[src/rtl/rbd_pkg.sv]
`timescale 1ns/1ps
package rbd_pkg;
  localparam int SEG_W = 7;
  localparam int BCD_W = 4;
  typedef logic [SEG_W-1:0] seg_t;
  localparam seg_t SEG_DARK = 7'h7F;

  // Active-low glyph, bit 0 = segment a, bit 6 = segment g.
  function automatic seg_t glyph_n(input logic [BCD_W-1:0] code);
    seg_t s;
    case (code)
      4'd0:    s = 7'b1000000;
      4'd1:    s = 7'b1111001;
      4'd2:    s = 7'b0100100;
      4'd3:    s = 7'b0110000;
      4'd4:    s = 7'b0011001;
      4'd5:    s = 7'b0010010;
      4'd6:    s = 7'b0000010;
      4'd7:    s = 7'b1111000;
      4'd8:    s = 7'b0000000;
      4'd9:    s = 7'b0010000;
      default: s = SEG_DARK;
    endcase
    return s;
  endfunction
endpackage

[src/rtl/rbd_digit_stage.sv]
`timescale 1ns/1ps
module rbd_digit_stage
  import rbd_pkg::*;
(
  input  logic [BCD_W-1:0] bcd_i,
  input  logic             rb_in_i,
  input  logic             dark_i,
  output seg_t             seg_n_o,
  output logic             rb_out_o
);
  logic is_zero;

  assign is_zero  = (bcd_i == '0);
  assign rb_out_o = rb_in_i & is_zero;
  assign seg_n_o  = (dark_i | rb_out_o) ? SEG_DARK : glyph_n(bcd_i);
endmodule

[src/rtl/rbd_int_chain.sv]
`timescale 1ns/1ps
// Integer side: blanking enters at the most significant digit and
// flows down; index 0 is the units digit and never blanks.
module rbd_int_chain
  import rbd_pkg::*;
#(
  parameter int N = 4
) (
  input  logic [N*BCD_W-1:0] bcd_i,
  input  logic               dark_i,
  output logic [N*SEG_W-1:0] seg_n_o
);
  logic [N:0] rb;
  logic       rb_unused;

  assign rb[N]     = 1'b1;
  assign rb_unused = rb[0];

  for (genvar m = 0; m < N; m++) begin : g_stage
    logic rb_in;
    assign rb_in = (m == 0) ? 1'b0 : rb[m+1];
    rbd_digit_stage u_stage (
      .bcd_i    (bcd_i[m*BCD_W +: BCD_W]),
      .rb_in_i  (rb_in),
      .dark_i   (dark_i),
      .seg_n_o  (seg_n_o[m*SEG_W +: SEG_W]),
      .rb_out_o (rb[m])
    );
  end
endmodule

[src/rtl/rbd_frac_chain.sv]
`timescale 1ns/1ps
// Fractional side: blanking enters at the least significant digit and
// flows up; index N-1 sits next to the point and never blanks.
module rbd_frac_chain
  import rbd_pkg::*;
#(
  parameter int N = 2
) (
  input  logic [N*BCD_W-1:0] bcd_i,
  input  logic               dark_i,
  output logic [N*SEG_W-1:0] seg_n_o
);
  logic [N:0] rb;
  logic       rb_unused;

  assign rb[0]     = 1'b1;
  assign rb_unused = rb[N];

  for (genvar j = 0; j < N; j++) begin : g_stage
    logic rb_in;
    assign rb_in = (j == N-1) ? 1'b0 : rb[j];
    rbd_digit_stage u_stage (
      .bcd_i    (bcd_i[j*BCD_W +: BCD_W]),
      .rb_in_i  (rb_in),
      .dark_i   (dark_i),
      .seg_n_o  (seg_n_o[j*SEG_W +: SEG_W]),
      .rb_out_o (rb[j+1])
    );
  end
endmodule

[src/rtl/rbd_out_reg.sv]
`timescale 1ns/1ps
module rbd_out_reg #(
  parameter int W = 8
) (
  input  logic         clk,
  input  logic         rst_n,
  input  logic [W-1:0] d_i,
  output logic [W-1:0] q_o
);
  always_ff @(posedge clk or negedge rst_n) begin
    if (!rst_n) q_o <= '1;
    else        q_o <= d_i;
  end
endmodule

[src/rtl/rbd_display.sv]
`timescale 1ns/1ps
module rbd_display
  import rbd_pkg::*;
#(
  parameter int INT_DIGITS  = 4,
  parameter int FRAC_DIGITS = 2
) (
  input  logic                                       clk,
  input  logic                                       rst_n,
  input  logic [(INT_DIGITS+FRAC_DIGITS)*BCD_W-1:0]  digits_i,
  input  logic                                       blank_i,
  output logic [(INT_DIGITS+FRAC_DIGITS)*SEG_W-1:0]  seg_n_o,
  output logic                                       dp_n_o
);
  localparam int DIGITS    = INT_DIGITS + FRAC_DIGITS;
  localparam int FRAC_BUS  = FRAC_DIGITS * BCD_W;
  localparam int FRAC_SEGS = FRAC_DIGITS * SEG_W;
  localparam int SEG_BUS   = DIGITS * SEG_W;
  localparam int REG_W     = SEG_BUS + 1;

  logic [INT_DIGITS*SEG_W-1:0] int_seg;
  logic [FRAC_SEGS-1:0]        frac_seg;
  logic [REG_W-1:0]            next_q;
  logic [REG_W-1:0]            cur_q;

  rbd_int_chain #(.N(INT_DIGITS)) u_int (
    .bcd_i   (digits_i[DIGITS*BCD_W-1:FRAC_BUS]),
    .dark_i  (blank_i),
    .seg_n_o (int_seg)
  );

  rbd_frac_chain #(.N(FRAC_DIGITS)) u_frac (
    .bcd_i   (digits_i[FRAC_BUS-1:0]),
    .dark_i  (blank_i),
    .seg_n_o (frac_seg)
  );

  assign next_q = {blank_i, int_seg, frac_seg};

  rbd_out_reg #(.W(REG_W)) u_oreg (
    .clk   (clk),
    .rst_n (rst_n),
    .d_i   (next_q),
    .q_o   (cur_q)
  );

  assign dp_n_o  = cur_q[REG_W-1];
  assign seg_n_o = cur_q[SEG_BUS-1:0];
endmodule

[config.mk]
export PLATFORM = sky130hd
export DESIGN_NAME = rbd_display
export DESIGN_NICKNAME = d
export VERILOG_FILES = /design/src/rtl/rbd_pkg.sv /design/src/rtl/rbd_digit_stage.sv /design/src/rtl/rbd_int_chain.sv /design/src/rtl/rbd_frac_chain.sv /design/src/rtl/rbd_out_reg.sv /design/src/rtl/rbd_display.sv
export SDC_FILE = /design/constraint.sdc
export NUM_CORES = 1
export LEC_CHECK = 0
export BUFFER_PORTS_ARGS = -buffer_cell sky130_fd_sc_hd__buf_2
export CELL_PAD_IN_SITES_DETAIL_PLACEMENT = 1
export CELL_PAD_IN_SITES_GLOBAL_PLACEMENT = 1
export CORE_ASPECT_RATIO = 1.25
export CORE_MARGIN = 2
export CORE_UTILIZATION = 36
export CTS_CLUSTER_DIAMETER = 150
export DETAILED_ROUTE_END_ITERATION = 8
export PLACE_DENSITY = 0.84
export SYNTH_ARGS = -nofsm -noshare
export SYNTH_HDL_FRONTEND = slang
export SYNTH_SLANG_ARGS = --single-unit
[constraint.sdc]
create_clock -name clk -period 0.8 [get_ports clk]
set_clock_uncertainty 0.1 [all_clocks]
set_input_delay 0.04 -clock clk [delete_from_list [all_inputs] [get_ports clk]]
set_output_delay 0.04 -clock clk [all_outputs]
set_load 0.005 [all_outputs]
* Word level (Yosys, flattened, before mapping) *
Memories as Yosys holds them, arrays and structs flattened.
Index checks and enable logic that the tools add are counted.

storage, ports and cells
  register bits = 43
  ROM bits = 672
  output and inout port bits = 43
  word-level logic and storage cells = 23
  memories kept = 6

operators by class
  muxes and demuxes = 6
  bitwise operators = 6
  reduce and logical (&&, ||, !) cells = 4

memories
  memory           depth  width  rd ports  clocked after memory_dff  write ports  RTL line       RTL
  (no name shown)  16     7      1         0                         0            rbd_pkg.sv:11  case (code)
  (no name shown)  16     7      1         0                         0            rbd_pkg.sv:11
  (no name shown)  16     7      1         0                         0            rbd_pkg.sv:11
  (no name shown)  16     7      1         0                         0            rbd_pkg.sv:11
  (no name shown)  16     7      1         0                         0            rbd_pkg.sv:11
  (no name shown)  16     7      1         0                         0            rbd_pkg.sv:11

operator list
  operator         count
  $mux 7           6
  $logic_not 4->1  4
  $or 1x1->1       4
  $and 1x1->1      2

* Longest topological paths before layout *
Gate-level depths: netlist of the first run.

  word-level depth = 5
  gate-level depth with buffers = 5

* Hierarchy *
From an unflattened synthesis of the first run, not the netlist that was laid out.

unflattened totals
  cells, all modules = 249
  area, all modules = 2497.4 sq um

modules (own cells, without submodules)
  module                                          instances  cells each  area an instance (sq um)
  rbd_out_reg                                     1          43          1129.8
  rbd_digit_stage (u_int.g_stage[0].u_stage ...)  4          34          225.2
  rbd_digit_stage (u_frac.g_stage[0].u_stage)     1          34          239.0
  rbd_digit_stage (u_frac.g_stage[1].u_stage)     1          32          212.7
  rbd_frac_chain                                  1          2           7.5
  rbd_int_chain                                   1          2           7.5

* Least setup slack after synthesis of the first run *
OpenSTA, ideal clock, no wires.

  kind = input-to-reg
  start point = in digits_i[17]
  end point = reg u_oreg.q_o[26]
  library setup time = 0.081 ns
  data arrival time = 0.900 ns
  data required time = 0.619 ns
  slack = -0.281 ns
  cell stages on the path = 5
  cell sequence = inv_1 ha_1 nor3b_2 nand4_1 o211ai_1

between the ends
  longest elaborated chain between the ends = 5

RTL lines
  what                      RTL line               RTL
  start, declared           rbd_display.sv:10      input logic [(INT_DIGITS+FRAC_DIGITS)*BCD_W-1:0] digits_i,
  $logic_not 4->1           rbd_digit_stage.sv:13  assign is_zero = (bcd_i == '0);
  $and 1x1->1 (2 in a row)  rbd_digit_stage.sv:14  assign rb_out_o = rb_in_i & is_zero;
  $or 1x1->1                rbd_digit_stage.sv:15  assign seg_n_o = (dark_i | rb_out_o) ? SEG_DARK : glyph_n(bcd_i);
  $mux 7                    rbd_digit_stage.sv:15
  via int_seg[12]           rbd_display.sv:21      logic [INT_DIGITS*SEG_W-1:0] int_seg;
  end signal, assigned      rbd_out_reg.sv:12      else q_o <= d_i;
  end, declared             rbd_out_reg.sv:8       output logic [W-1:0] q_o

The timed path passes the listed nets, and every way through them passes these cells.

* Worst setup path in the final report of the first run *
  start point = reg u_oreg.q_o[29]
  end point = out seg_n_o[29]

RTL lines
  what           RTL line           RTL
  end, declared  rbd_display.sv:12  output logic [(INT_DIGITS+FRAC_DIGITS)*SEG_W-1:0] seg_n_o,

No word-level cell between the ends.

==> results of run 1 <==
layer usage:
metal / vias up / share of wire, % / GRT usage, %
met5: - / 0 / 0
met4: 0 / 1.0 / 4.45
met3: 4 / 1.4 / 1.21
met2: 37 / 59 / 34.4
met1: 1044 / 38 / 18.9
li1: 1055 / - / -
final timing paths:
check | from | end | slack [ns] | depth (start not counted)
min in group asynchronous | rst_n | u_oreg.q_o[42] | 0.38 | 3
max in group asynchronous | rst_n | u_oreg.q_o[39] | 0.18 | 3
min | blank_i | u_oreg.q_o[42] | -0.09 | 1
max | u_oreg.q_o[29] | seg_n_o[29] | -0.26 | 1
synthesized netlist by cell type, types with 3 or more instances:
cell type and count:
sky130_fd_sc_hd__o21ai_1 4, sky130_fd_sc_hd__o211ai_1 6, sky130_fd_sc_hd__nor2b_1 4, sky130_fd_sc_hd__a21oi_1 18, sky130_fd_sc_hd__nand2_1 14, sky130_fd_sc_hd__inv_1 18, sky130_fd_sc_hd__ha_1 30, sky130_fd_sc_hd__nor2_1 12
sky130_fd_sc_hd__o21ai_0 17, sky130_fd_sc_hd__buf_2 3, sky130_fd_sc_hd__dfstp_2 43, sky130_fd_sc_hd__clkbuf_1 6, sky130_fd_sc_hd__o21bai_1 13, sky130_fd_sc_hd__and3_1 3, sky130_fd_sc_hd__nand2b_1 15, sky130_fd_sc_hd__mux2i_1 5
sky130_fd_sc_hd__or2_2 3, sky130_fd_sc_hd__a211oi_1 3
stage by stage:
stage          instances  power [µW]
6_report             449        5440
5_1_grt              449        5720
4_1_cts              445        5380
3_5_place_dp         431        3650
3_3_place_gp         431        3600
2_1_floorplan        242        3040
cells by family (layout without fill, tap and decap cells):
| kind of cell | count (synthesis) | count (layout) | synth area share [%] |
|---|---|---|---|
| AOI/OAI and AO/OA | 73 | 73 | 18.9 |
| adders and majority gates | 30 | 30 | 15.1 |
| buffers and inverters | 30 | 150 | 4.97 |
| DFF | 43 | 43 | 45.3 |
| muxes | 6 | 6 | 2.46 |
| and+or+nand+nor | 60 | 60 | 13.3 |
final cells by class:
type | count | share of cell area [%]
inverter | 19 | 3.50
clock inverter | 1 | 0.764
tap | 87 | 2.77
multi-input combinational | 169 | 36.9
clock buffer | 6 | 1.85
sequential | 43 | 28.7
timing repair buffer | 124 | 25.5
report_power, final:
part | total [µW] | switching [µW] | internal (µW) | leakage (µW)
Sequential | 2480 | 51.1 | 2430 | 0.000453
Clock | 1560 | 649 | 914 | 0.0000513
Combinational | 1400 | 665 | 731 | 0.00127
repair_timing:
item	CTS	global route
setup buffers	6	5
endpoints found under the setup margin	71	72
hold endpoints to repair	53	3
cloned	0	0
pin swaps	10	15
gates resized for setup	36	35
==> flow_metrics.py, run 1 <==
metrics = {
    "global_route": {
        "antenna_found_initial": 0,
        "grt_pass1_wl_mm": 10.4,
        "grt_max_degree": 44,
        "number_of_global_route_vias_before_repair": 2226,
        "residual_overflow_from_global_routing": 0,
        "grtUsageTotal_pct": 17.1,
    },
    "route": {
        "route.antenna.remaining_nets": 0,
        "first_pass_iters": 3,
        "drt-vias-per-instance": 4.77,
        "drc": 0,
        "route.final.wire_length_mm": 6.64,
        "drt-initial-drc-count": 36,
        "vias": 2140,
        "wl_cell_um": 14.8,
    },
    "synthesis": {
        "netlist_area_um2": 2490,
        "number_of_different_library_cells_in_the_post_synthesis_netlist": 38,
        "synth_enable_flop_cells": 0,
        "postSynthAreaPerCell_um2": 10.3,
        "synth_area_leader_cell": "sky130_fd_sc_hd__dfstp_2",
        "async_flop_share_pct": 100,
        "synth_ff_type": "sky130_fd_sc_hd__dfstp_2",
        "synth_seq_cells": 43,
        "synth_top_cells_by_area": "sky130_fd_sc_hd__dfstp_2 (45%), sky130_fd_sc_hd__ha_1 (15%), sky130_fd_sc_hd__o21bai_1 (3.9%)",
        "yosys.area.top_type_share_pct": 45.3,
        "yosys_warnings": 0,
        "synth-seq-area-share_pct": 45.3,
        "syn-instance-count": 242,
        "mappedNetlistNets": 299,
    },
    "timing": {
        "finalWorstPathRequiredPeriod_ns": 1.06,
        "grt_setup_unrepaired": "true",
        "timing.final.hold_violations": 7,
        "max_slew_margin_pct": 77.2,
        "setup-tns-final_ns": -11.93,
        "setup-violations-final": 61,
        "final_hold_slack_ns": -0.0890,
        "slew_at_the_pin_with_the_worst_max_slew_slack_ns": 0.341,
        "final.period_utilization_pct": 132,
        "final.setup.worst_slack_ns": -0.257,
        "clock.fmax_mhz": 946,
        "final_max_slew_viol_count": 0,
    },
    "clock_tree": {
        "clock_tree_root_buffer_cell": "sky130_fd_sc_hd__clkbuf_8",
        "clock_tree_from_tritoncts": "done",
        "number_of_hold_repair_buffers_added_at_the_cts_stage": 1,
        "clock-sinks": 43,
        "cts.path.max_buffers": 2,
        "tritoncts.num_buffers": 5,
        "clk_pin_slew_ns": 0.07,
        "cts.htree.levels": 2,
    },
    "final_layout": {
        "seqCellArea_um2": 1130,
        "most_frequent_cells_in_the_layout": "sky130_fd_sc_hd__buf_4 (50), sky130_fd_sc_hd__dfstp_2 (43), sky130_fd_sc_hd__buf_2 (39)",
        "multi_input_area_um2": 1450,
        "mostFrequentLayoutCell": "sky130_fd_sc_hd__buf_4",
        "area_growth_pct": 57.8,
        "reg.largest.list": "u_oreg.q_o: 43 flops",
        "diodes": 0,
        "num-fill-cells": 736,
        "top_register": "u_oreg.q_o",
        "largest_reg_flops": 43,
        "utilization_pct": 59.2,
        "finish.net_count": 419,
        "final_area_um2": 3930,
        "final_layout_size_suffix_gt1_share_pct": 59.4,
    },
    "worst_setup_path": {
        "cp_slowest_cell": "sky130_fd_sc_hd__dfstp_2",
        "setup.worst_path.end_class": "output port",
        "path_class": "reg2out",
        "crit_fanout": 1,
        "critical_path.startpoint_type": "flop",
        "crit_family": "flip-flops",
        "cp.buffers_inverters": 1,
        "worstPathRequired_ns": 0.66,
        "path_cells": "buf_6",
        "critical_path_arrival_ns": 0.92,
        "worst_path_largest_cell_delay_ns": 0.54,
    },
    "job": {
        "cap_viol_max_count": 0,
    },
    "place": {
        "port-buffer-count": 69,
        "post-place-ws_ns": -0.563,
        "placed_area_um2": 3420,
        "dp_hpwl_mm": 4.79,
        "globalplace.congestion": 0.845,
    },
    "power_and_ir_drop": {
        "total_leakage_power_uw": 0.00177,
        "power_density_over_the_cells_nw_per_um2": 1380,
        "peakVddDrop_mv": 0.940,
    },
    "die": {
        "die_area_um2": 7610,
        "start_util_pct": 37.5,
        "design.core.area_um2": 6650,
        "die_height_um": 97.0,
        "floorplan.io_pins": 70,
        "rows": 33,
        "die_width_um": 78.4,
    },
    "status": {
        "outcome": "finished, violations left",
        "violated_checks": "hold timing, setup timing",
    },
    "worst_hold_path": {
        "hold_path_class": "in2reg",
    },
}
Note: power is estimated with default switching activity, not from simulation.
==> run 2: changes to the inputs <==
--- a/config.mk
+++ b/config.mk
@@ -11,6 +11,7 @@
 export CORE_ASPECT_RATIO = 1.25
 export CORE_MARGIN = 2
 export CORE_UTILIZATION = 36
+export CTS_BUF_LIST = sky130_fd_sc_hd__clkbuf_16
 export CTS_CLUSTER_DIAMETER = 150
 export DETAILED_ROUTE_END_ITERATION = 8
 export PLACE_DENSITY = 0.84
==> flow_metrics.py, run 2 (synthesis gave the netlist of run 1 again) <==
metrics = {
    "worst_hold_path": {
        "hold_path_class": "in2reg",
    },
    "place": {
        "port-buffer-count": 69,
        "dp_hpwl_mm": 4.79,
        "globalplace.congestion": 0.845,
    },
    "power_and_ir_drop": {
        "total_leakage_power_uw": 0.00179,
        "power_frac_clock_pct": 36.2,
        "internal_power_uw": 4590,
        "power_density_over_the_cells_nw_per_um2": 1540,
        "peakVddDrop_mv": 0.952,
        "seq_power_share_pct": 40.7,
        "power.switching_fraction_pct": 24.6,
        "post-layout-total-power_uw": 6090,
        "p_switching_uw": 1500,
        "p_comb_share_pct": 23.0,
    },
    "worst_setup_path": {
        "setup.worst_path.end_class": "output port",
        "path_class": "reg2out",
        "critical_path.startpoint_type": "flop",
        "critical_path_arrival_ns": 0.92,
        "path_cells": "buf_6",
        "worstPathRequired_ns": 0.66,
        "crit_fanout": 1,
        "cp.buffers_inverters": 1,
        "crit_family": "flip-flops",
        "worst_path_largest_cell_delay_ns": 0.54,
        "cp_slowest_cell": "sky130_fd_sc_hd__dfstp_2",
    },
    "final_layout": {
        "diodes": 0,
        "multi_input_area_um2": 1460,
        "area_growth_pct": 59.2,
        "most_frequent_cells_in_the_layout": "sky130_fd_sc_hd__buf_4 (49), sky130_fd_sc_hd__dfstp_2 (43), sky130_fd_sc_hd__buf_2 (39)",
        "largest_reg_flops": 43,
        "mostFrequentLayoutCell": "sky130_fd_sc_hd__buf_4",
        "top_register": "u_oreg.q_o",
        "finish.net_count": 416,
        "num-fill-cells": 723,
        "seqCellArea_um2": 1130,
        "reg.largest.list": "u_oreg.q_o: 43 flops",
        "final_layout_size_suffix_gt1_share_pct": 59.6,
    },
    "global_route": {
        "grt_use_met1_pct": 20.7,
        "gr-max-usage-layer": "met2",
        "grt_pass1_wl_mm": 11.5,
        "grtUsageTotal_pct": 19.0,
        "antenna_found_initial": 0,
        "grt_util_met2_pct": 37.0,
        "residual_overflow_from_global_routing": 0,
        "grt_max_degree": 44,
        "use_met3_pct": 2.52,
        "number_of_global_route_vias_before_repair": 2370,
    },
    "clock_tree": {
        "clock_tree_from_tritoncts": "done",
        "tritoncts.num_buffers": 5,
        "cts.htree.levels": 2,
        "clk_pin_slew_ns": 0.06,
        "cts.path.max_buffers": 2,
        "clock_tree_root_buffer_cell": "sky130_fd_sc_hd__clkbuf_16",
        "clock-sinks": 43,
        "number_of_hold_repair_buffers_added_at_the_cts_stage": 1,
    },
    "timing": {
        "timing.final.hold_violations": 4,
        "setup-violations-final": 57,
        "clock.fmax_mhz": 943,
        "slew_at_the_pin_with_the_worst_max_slew_slack_ns": 0.340,
        "final_max_slew_viol_count": 0,
        "max_slew_margin_pct": 77.3,
        "finalWorstPathRequiredPeriod_ns": 1.06,
        "final.period_utilization_pct": 133,
        "final.setup.worst_slack_ns": -0.260,
        "grt_setup_unrepaired": "true",
        "setup-tns-final_ns": -12.00,
        "final_hold_slack_ns": -0.0937,
    },
    "status": {
        "violated_checks": "hold timing, setup timing",
        "outcome": "finished, violations left",
    },
    "route": {
        "drt-vias-per-instance": 4.89,
        "wl_cell_um": 15.9,
        "drc": 0,
        "vias": 2183,
        "drt-initial-drc-count": 44,
        "first_pass_iters": 4,
        "route.antenna.remaining_nets": 0,
        "route.final.wire_length_mm": 7.08,
    },
    "die": {
        "die_area_um2": 7610,
        "die_width_um": 78.4,
        "design.core.area_um2": 6650,
        "rows": 33,
        "die_height_um": 97.0,
        "floorplan.io_pins": 70,
        "start_util_pct": 37.5,
    },
    "job": {
        "cap_viol_max_count": 0,
    },
}
-- run 2: per-layer routing --
layer	share of wire, %	routed length, µm	vias to the layer above
met4	1.6	114	0
met2	59	4150	44
met3	2.1	146	10
met1	38	2660	1080
li1	-	-	1049
met5	0	0	-
-- run 2: worst paths after layout --
kind / start / endpoint / slack (ns) / cells after the start
worst max-delay path: u_oreg.q_o[31] / seg_n_o[31] / -0.26 / 1
worst min-delay path: blank_i / u_oreg.q_o[42] / -0.09 / 1
max in group asynchronous: rst_n / u_oreg.q_o[14] / 0.17 / 3
min in group asynchronous: rst_n / u_oreg.q_o[1] / 0.39 / 3
-- run 2: through the flow --
stage / util [%] / setup WS [ns] / area [µm²] / std cells / hold WS [ns]
after floorplan: - / -0.190 / 2690 / 242 / -0.208
after global placement: 51.4 / -0.489 / 3420 / 431 / 0.150
after detailed placement: 51.4 / -0.563 / 3420 / 431 / 0.156
after CTS: 57.4 / -0.249 / 3820 / 444 / -0.0979
after global routing: 59.7 / -0.272 / 3970 / 446 / -0.0993
final: 59.7 / -0.260 / 3970 / 446 / -0.0937
-- run 2: power groups by stage --
stage	Combinational (µW)	Clock [µW]	Sequential (µW)
floorplan	526	0	2520
global placement	1120	0	2490
detailed placement	1160	0	2490
CTS	1300	2220	2470
global route	1540	2330	2500
finish	1400	2210	2480
-- run 2: repair_timing --
item | 4_1_cts | 5_1_grt
buffers inserted | 6 | 3
pin swaps | 11 | 10
endpoints found under the setup margin | 74 | 72
resized for setup | 38 | 29
hold endpoints to repair | 48 | 2
-- run 2: final cells by class --
cell class | instances | area share [%]
flip-flops and latches | 43 | 28.5
well taps | 87 | 2.74
clock inverters | 2 | 0.851
clock buffers | 5 | 3.15
repair buffers | 121 | 24.4
multi-input cells | 169 | 36.9
inverters | 19 | 3.53
